--- config.mk ---
export PLATFORM = sky130hd
export DESIGN_NAME = cnt_chain
export DESIGN_NICKNAME = d
export VERILOG_FILES = /design/src/rtl/cnt_pkg.sv /design/src/rtl/cnt_term.sv /design/src/rtl/cnt_stage.sv /design/src/rtl/cnt_chain.sv
export SDC_FILE = /design/constraint.sdc
export NUM_CORES = 1
export LEC_CHECK = 0
export ABC_CLOCK_PERIOD_IN_PS = 1320
export BUFFER_PORTS_ARGS = -buffer_cell sky130_fd_sc_hd__buf_4
export CAP_MARGIN = 20
export CORE_AREA = 2 2 39 41
export CTS_CLUSTER_DIAMETER = 150
export DETAILED_ROUTE_END_ITERATION = 10
export DIE_AREA = 0 0 41 43
export PLACE_DENSITY_LB_ADDON = 0.15
export SLEW_MARGIN = 20
export SYNTH_ARGS = -nofsm -noshare
export SYNTH_HDL_FRONTEND = slang
export SYNTH_SLANG_ARGS = --single-unit
--- constraint.sdc ---
create_clock -name clk -period 1.32 [get_ports clk]
set_clock_uncertainty 0.1 [all_clocks]
set_input_delay 0.264 -clock clk [delete_from_list [all_inputs] [get_ports clk]]
set_output_delay 0.264 -clock clk [all_outputs]
set_load 0.03 [all_outputs]
--- src/rtl/cnt_pkg.sv ---
package cnt_pkg;

  typedef enum logic [1:0] {
    OP_HOLD  = 2'd0,
    OP_COUNT = 2'd1,
    OP_LOAD  = 2'd2,
    OP_CLEAR = 2'd3
  } cnt_op_e;

  // Priority: clear, then load, then count, then hold.
  function automatic cnt_op_e cnt_pick_op(input logic sync_clr,
                                          input logic load_n,
                                          input logic en_p,
                                          input logic en_t);
    if (sync_clr)          return OP_CLEAR;
    else if (!load_n)      return OP_LOAD;
    else if (en_p && en_t) return OP_COUNT;
    else                   return OP_HOLD;
  endfunction

endpackage

--- src/rtl/cnt_term.sv ---
module cnt_term #(
  parameter int WIDTH = 4
) (
  input  logic [WIDTH-1:0] q,
  input  logic             en_t,
  output logic             full,
  output logic             carry
);
  assign full  = &q;
  assign carry = en_t & full;
endmodule

--- src/rtl/cnt_stage.sv ---
module cnt_stage
  import cnt_pkg::*;
#(
  parameter int WIDTH     = 4,
  parameter bit ASYNC_CLR = 1'b1
) (
  input  logic             clk,
  input  logic             clr_n,
  input  logic             load_n,
  input  logic             en_p,
  input  logic             en_t,
  input  logic [WIDTH-1:0] d,
  output logic [WIDTH-1:0] q,
  output logic             carry
);

  function automatic logic [WIDTH-1:0] apply_op(input cnt_op_e op,
                                                input logic [WIDTH-1:0] cur,
                                                input logic [WIDTH-1:0] data);
    case (op)
      OP_CLEAR: return '0;
      OP_LOAD:  return data;
      OP_COUNT: return cur + 1'b1;
      default:  return cur;
    endcase
  endfunction

  logic [WIDTH-1:0] q_r;
  logic [WIDTH-1:0] q_nxt;
  logic             sync_clr_req;
  logic             full;
  cnt_op_e          op;

  // named events for the assertions
  logic ev_load, ev_count, ev_hold, ev_wrap;

  assign sync_clr_req = (ASYNC_CLR == 1'b0) && !clr_n;
  assign op           = cnt_pick_op(sync_clr_req, load_n, en_p, en_t);
  assign q_nxt        = apply_op(op, q_r, d);

  assign ev_load  = clr_n && !load_n;
  assign ev_count = clr_n && load_n && en_p && en_t;
  assign ev_hold  = clr_n && load_n && !(en_p && en_t);
  assign ev_wrap  = ev_count && full;

  cnt_term #(.WIDTH(WIDTH)) u_term (
    .q     (q_r),
    .en_t  (en_t),
    .full  (full),
    .carry (carry)
  );

  generate
    if (ASYNC_CLR) begin : g_async_clr
      always_ff @(posedge clk or negedge clr_n) begin
        if (!clr_n) q_r <= '0;
        else        q_r <= q_nxt;
      end

      async_clr_chk: assert property (@(posedge clk) !clr_n |-> q_r == '0);
    end else begin : g_sync_clr
      always_ff @(posedge clk) begin
        q_r <= q_nxt;
      end

      sync_clr_chk: assert property (@(posedge clk) !clr_n |=> q_r == '0);
    end
  endgenerate

  assign q = q_r;


  load_copy_chk: assert property (@(posedge clk) disable iff (!clr_n)
    ev_load |=> q_r == $past(d));

  count_step_chk: assert property (@(posedge clk) disable iff (!clr_n)
    ev_count |=> q_r == $past(q_r) + 1'b1);

  wrap_zero_chk: assert property (@(posedge clk) disable iff (!clr_n)
    ev_wrap |=> q_r == '0);

  hold_value_chk: assert property (@(posedge clk) disable iff (!clr_n)
    ev_hold |=> $stable(q_r));

endmodule

--- src/rtl/cnt_chain.sv ---
module cnt_chain #(
  parameter int STAGES    = 2,
  parameter int STAGE_W   = 4,
  parameter bit ASYNC_CLR = 1'b1
) (
  input  logic                        clk,
  input  logic                        clr_n,
  input  logic                        load_n,
  input  logic [STAGES*STAGE_W-1:0]   din,
  input  logic                        en_p,
  input  logic                        en_t,
  output logic [STAGES*STAGE_W-1:0]   q,
  output logic                        carry_out
);
  localparam int TOTAL_W = STAGES * STAGE_W;

  // t_link[k] is the T enable of stage k; t_link[k+1] is its carry
  logic [STAGES:0] t_link;
  assign t_link[0] = en_t;

  generate
    for (genvar k = 0; k < STAGES; k++) begin : g_stage
      cnt_stage #(
        .WIDTH     (STAGE_W),
        .ASYNC_CLR (ASYNC_CLR)
      ) u_stage (
        .clk    (clk),
        .clr_n  (clr_n),
        .load_n (load_n),
        .en_p   (en_p),
        .en_t   (t_link[k]),
        .d      (din[k*STAGE_W +: STAGE_W]),
        .q      (q[k*STAGE_W +: STAGE_W]),
        .carry  (t_link[k+1])
      );
    end
  endgenerate

  assign carry_out = t_link[STAGES];


  carry_full_chk: assert property (@(posedge clk) disable iff (!clr_n)
    carry_out |-> q == {TOTAL_W{1'b1}});

  carry_t_chk: assert property (@(posedge clk) disable iff (!clr_n)
    !en_t |-> !carry_out);

  wide_count_chk: assert property (@(posedge clk) disable iff (!clr_n)
    (load_n && en_p && en_t) |=> q == $past(q) + 1'b1);

endmodule

==> impl_metrics.csv <==
group,metric,value,unit
outcome,status,"complete, but fails checks",
outcome,violations,"negative setup slack",
detailed_routing,drt_pass1_iterations,2,
global_routing,grtUsageTotal,16.2,%
detailed_routing,ant_nets,0,
final_layout,drive_gt1_share,51.2,%
final_layout,syn_to_final_growth,74.9,%
final_layout,num_antenna_cells,0,
synth,synth-compound-area-share,16.7,%
final_layout,final_common_cell,"buf_4",
worst_setup_path,cp.arrival,1.16,ns
power,p_switching,281,uW
clock_tree,cts_sinks,8,
synth,synth_warnings,0,
detailed_routing,wl_per_cell,11.8,um
power,vdd_drop_max,0.000590,V
final_layout,final_cells,100,
power,comb_power_share,37.6,%
hold_path,min_path_type,"primary input to flip-flop",
synth,synth_seq_cells,8,
power,clkPwrFrac,24.5,%
worst_setup_path,required,0.96,ns
final_layout,seq_area,208,um2
worst_setup_path,rr_worst_depth,5,
synth,syn_area_per_cell,8.76,um2
sta,whs,0.144,ns
die,die_x,41,um
detailed_routing,vias,501,
sta,fmax,0.655,GHz
sta,period_share,116,%
sta,fin_crit,1.53,ns
placement,io_buffer_count,21,
die,start_util,33.5,%
sta,finalHoldViolCount,0,
placement,routabilityCongestion,0.750,
die,coreArea,1380,um2
clock_tree,clockBufferDepth,2,
sta,relSlewSlack,86.5,%
power,p_int,547,uW
clock_tree,clk_pin_slew,0.06,ns
power,seq_power_share,37.9,%
synth,ys_types,19,
clock_tree,cts_buffers,3,
global_routing,grt_pass1_wl,1840,um
synth,synth-seq-area-share,43.1,%
synth,synth_xor_area_share,3.77,%
die,rows,14,
global_routing,grt_pass1_vias,450,
sta,worst_pin_slew,0.202,ns
worst_setup_path,startpoint,"g_stage[1].u_stage.q[0]",
sta,slew_violations,0,
synth,syn_nets,68,
clock_tree,htreeDepth,1,
detailed_routing,drc,0,
die,dieArea,1760,um2
placement,place_ws,-0.0195,ns
synth,postSynthCellCount,53,
global_routing,grt_antenna_before_repair,0,
clock_tree,cts_tree,"built",
detailed_routing,viasPerCell,5.01,
synth,synth_top_family_by_area,"simple AND/OR/NAND/NOR gates",
sta,finalWorstSetupSlack,-0.207,ns
power,power_leakage,0.352,nW
final_layout,nets,100,
synth,synthMuxAreaShare,2.16,%
synth,synth_fa_ha_area_share,5.39,%
clock_tree,clk_latency,0.26,ns
worst_setup_path,regToRegEndpoint,"g_stage[1].u_stage.q[0]",
worst_setup_path,worstSetupStartpointType,"flip-flop",
synth,syn_area,464,um2
die,io_pins,22,
final_layout,mostFrequentLayoutCells,"buf_4 (21), nor2_1 (8), buf_6 (7)",
worst_setup_path,path_class,"flip-flop to output port",
placement,placed_area,711,um2
worst_setup_path,path_max_fanout,2,
final_layout,final_area,812,um2
power,swShare,34.0,%
run,maxCapViolations,0,
worst_setup_path,endpoint_kind,"output port",
sta,setup_viol,7,
worst_setup_path,endpoint,"carry_out",
global_routing,grt_max_degree,17,
detailed_routing,drt-total-wl,1180,um
detailed_routing,drt_iter0_markers,4,
worst_setup_path,rr_startpoint,"g_stage[0].u_stage.q[1]",
global_routing,grt_overflow,0,
final_layout,fillCellCount,130,
final_layout,largest_reg_flops,8,
worst_setup_path,ff2ff_setup_slack,-0.19,ns
final_layout,multiInputGateArea,308,um2
synth,yosys.area_share.simple,26.1,%
sta,rsz0062_at_grt,"true",
placement,numPlacedInstances,92,
clock_tree,root_buffer,"clkbuf_4",
die,die_h,43,um
power,power_per_cell_area,1020,nW/um2
timing repair:
action	CTS	global route
pin swaps	2	3
setup buffers	1	2
hold buffers	1	0
setup endpoints to repair	6	10
gates resized for setup	9	2
endpoints found under the hold margin	8	0
layout make-up:
class | instances | area share (%)
clock buffer | 4 | 3.24
inverter | 1 | 0.462
multi-input combinational | 42 | 37.9
sequential | 8 | 25.6
tap | 16 | 2.47
timing repair buffer | 29 | 30.4
per-stage QoR:
| step | utilization [%] | power (mW) | TNS (ns) |
|---|---|---|---|
| 3_3_place_gp | 51.4 | 0.581 | 0 |
| 3_5_place_dp | 51.4 | 0.588 | -0.0195 |
| 5_1_grt | 58.7 | 0.884 | -1.23 |
| 4_1_cts | 57.0 | 0.824 | -0.626 |
| 2_1_floorplan | - | 0.465 | -0.360 |
| 6_report | 58.7 | 0.828 | -0.760 |
how the worst min path moves through the flow:
stage               startpoint                 endpoint  cells after the start  slack, ns
floorplan                clr_n  g_stage[0].u_stage.q[0]                      0      -0.13
global placement         clr_n  g_stage[0].u_stage.q[3]                      1      -0.01
detailed placement       clr_n  g_stage[1].u_stage.q[3]                      1      -0.01
CTS                     din[1]  g_stage[0].u_stage.q[1]                      3       0.14
global route            din[5]  g_stage[1].u_stage.q[1]                      3       0.16
finish                  din[1]  g_stage[0].u_stage.q[1]                      3       0.14
metal layers:
metal | up-vias | global-route usage, % | wire length (um)
met2 | 17 | 26.6 | 625
met1 | 227 | 16.0 | 453
met3 | 2 | 9.42 | 85
li1 | 255 | - | -
met4 | 0 | 6.00 | 14
met5 | - | 0 | 0
power by group through the flow:
stage / Clock, mW / Combinational (mW) / Sequential (mW)
global placement: 0 / 0.269 / 0.312
detailed placement: 0 / 0.275 / 0.313
global route: 0.229 / 0.338 / 0.318
finish: 0.203 / 0.311 / 0.314
floorplan: 0 / 0.0970 / 0.368
CTS: 0.208 / 0.304 / 0.312
logic make-up after synthesis:
logic type,count (synthesis)
AO/OA/AOI/OAI,14
adder cells (fa/ha/maj),2
AND/OR/NAND/NOR,23
XOR/XNOR,2
buffers and inverters,3
multiplexers,1
flip-flops,8
worst max-delay path, cell delays in order, from the launching register on:
cell	delay (ns)
dfrtp_2	0.40
ha_4	0.16
nand3_4	0.08
nor3_4	0.13
buf_6	0.15
synthesized netlist by cell type:
master,instances,area share [%]
dfrtp_1,8,43
nor2_1,8,6.5
nand2_1,5,4.0
o21ai_0,5,5.4
a21oi_1,4,4.3
a31oi_1,4,5.4
or3_1,4,5.4
nand3_1,3,3.2
ha_1,2,5.4
buf_2,1,1.1
clkbuf_1,1,0.81
inv_1,1,0.81
mux2i_1,1,2.2
nand4_1,1,1.3
nand4_4,1,4.6
nor3_1,1,1.1
o21a_1,1,1.6
xnor2_1,1,1.9
xor2_1,1,1.9
(Power assumes the default switching activity.)
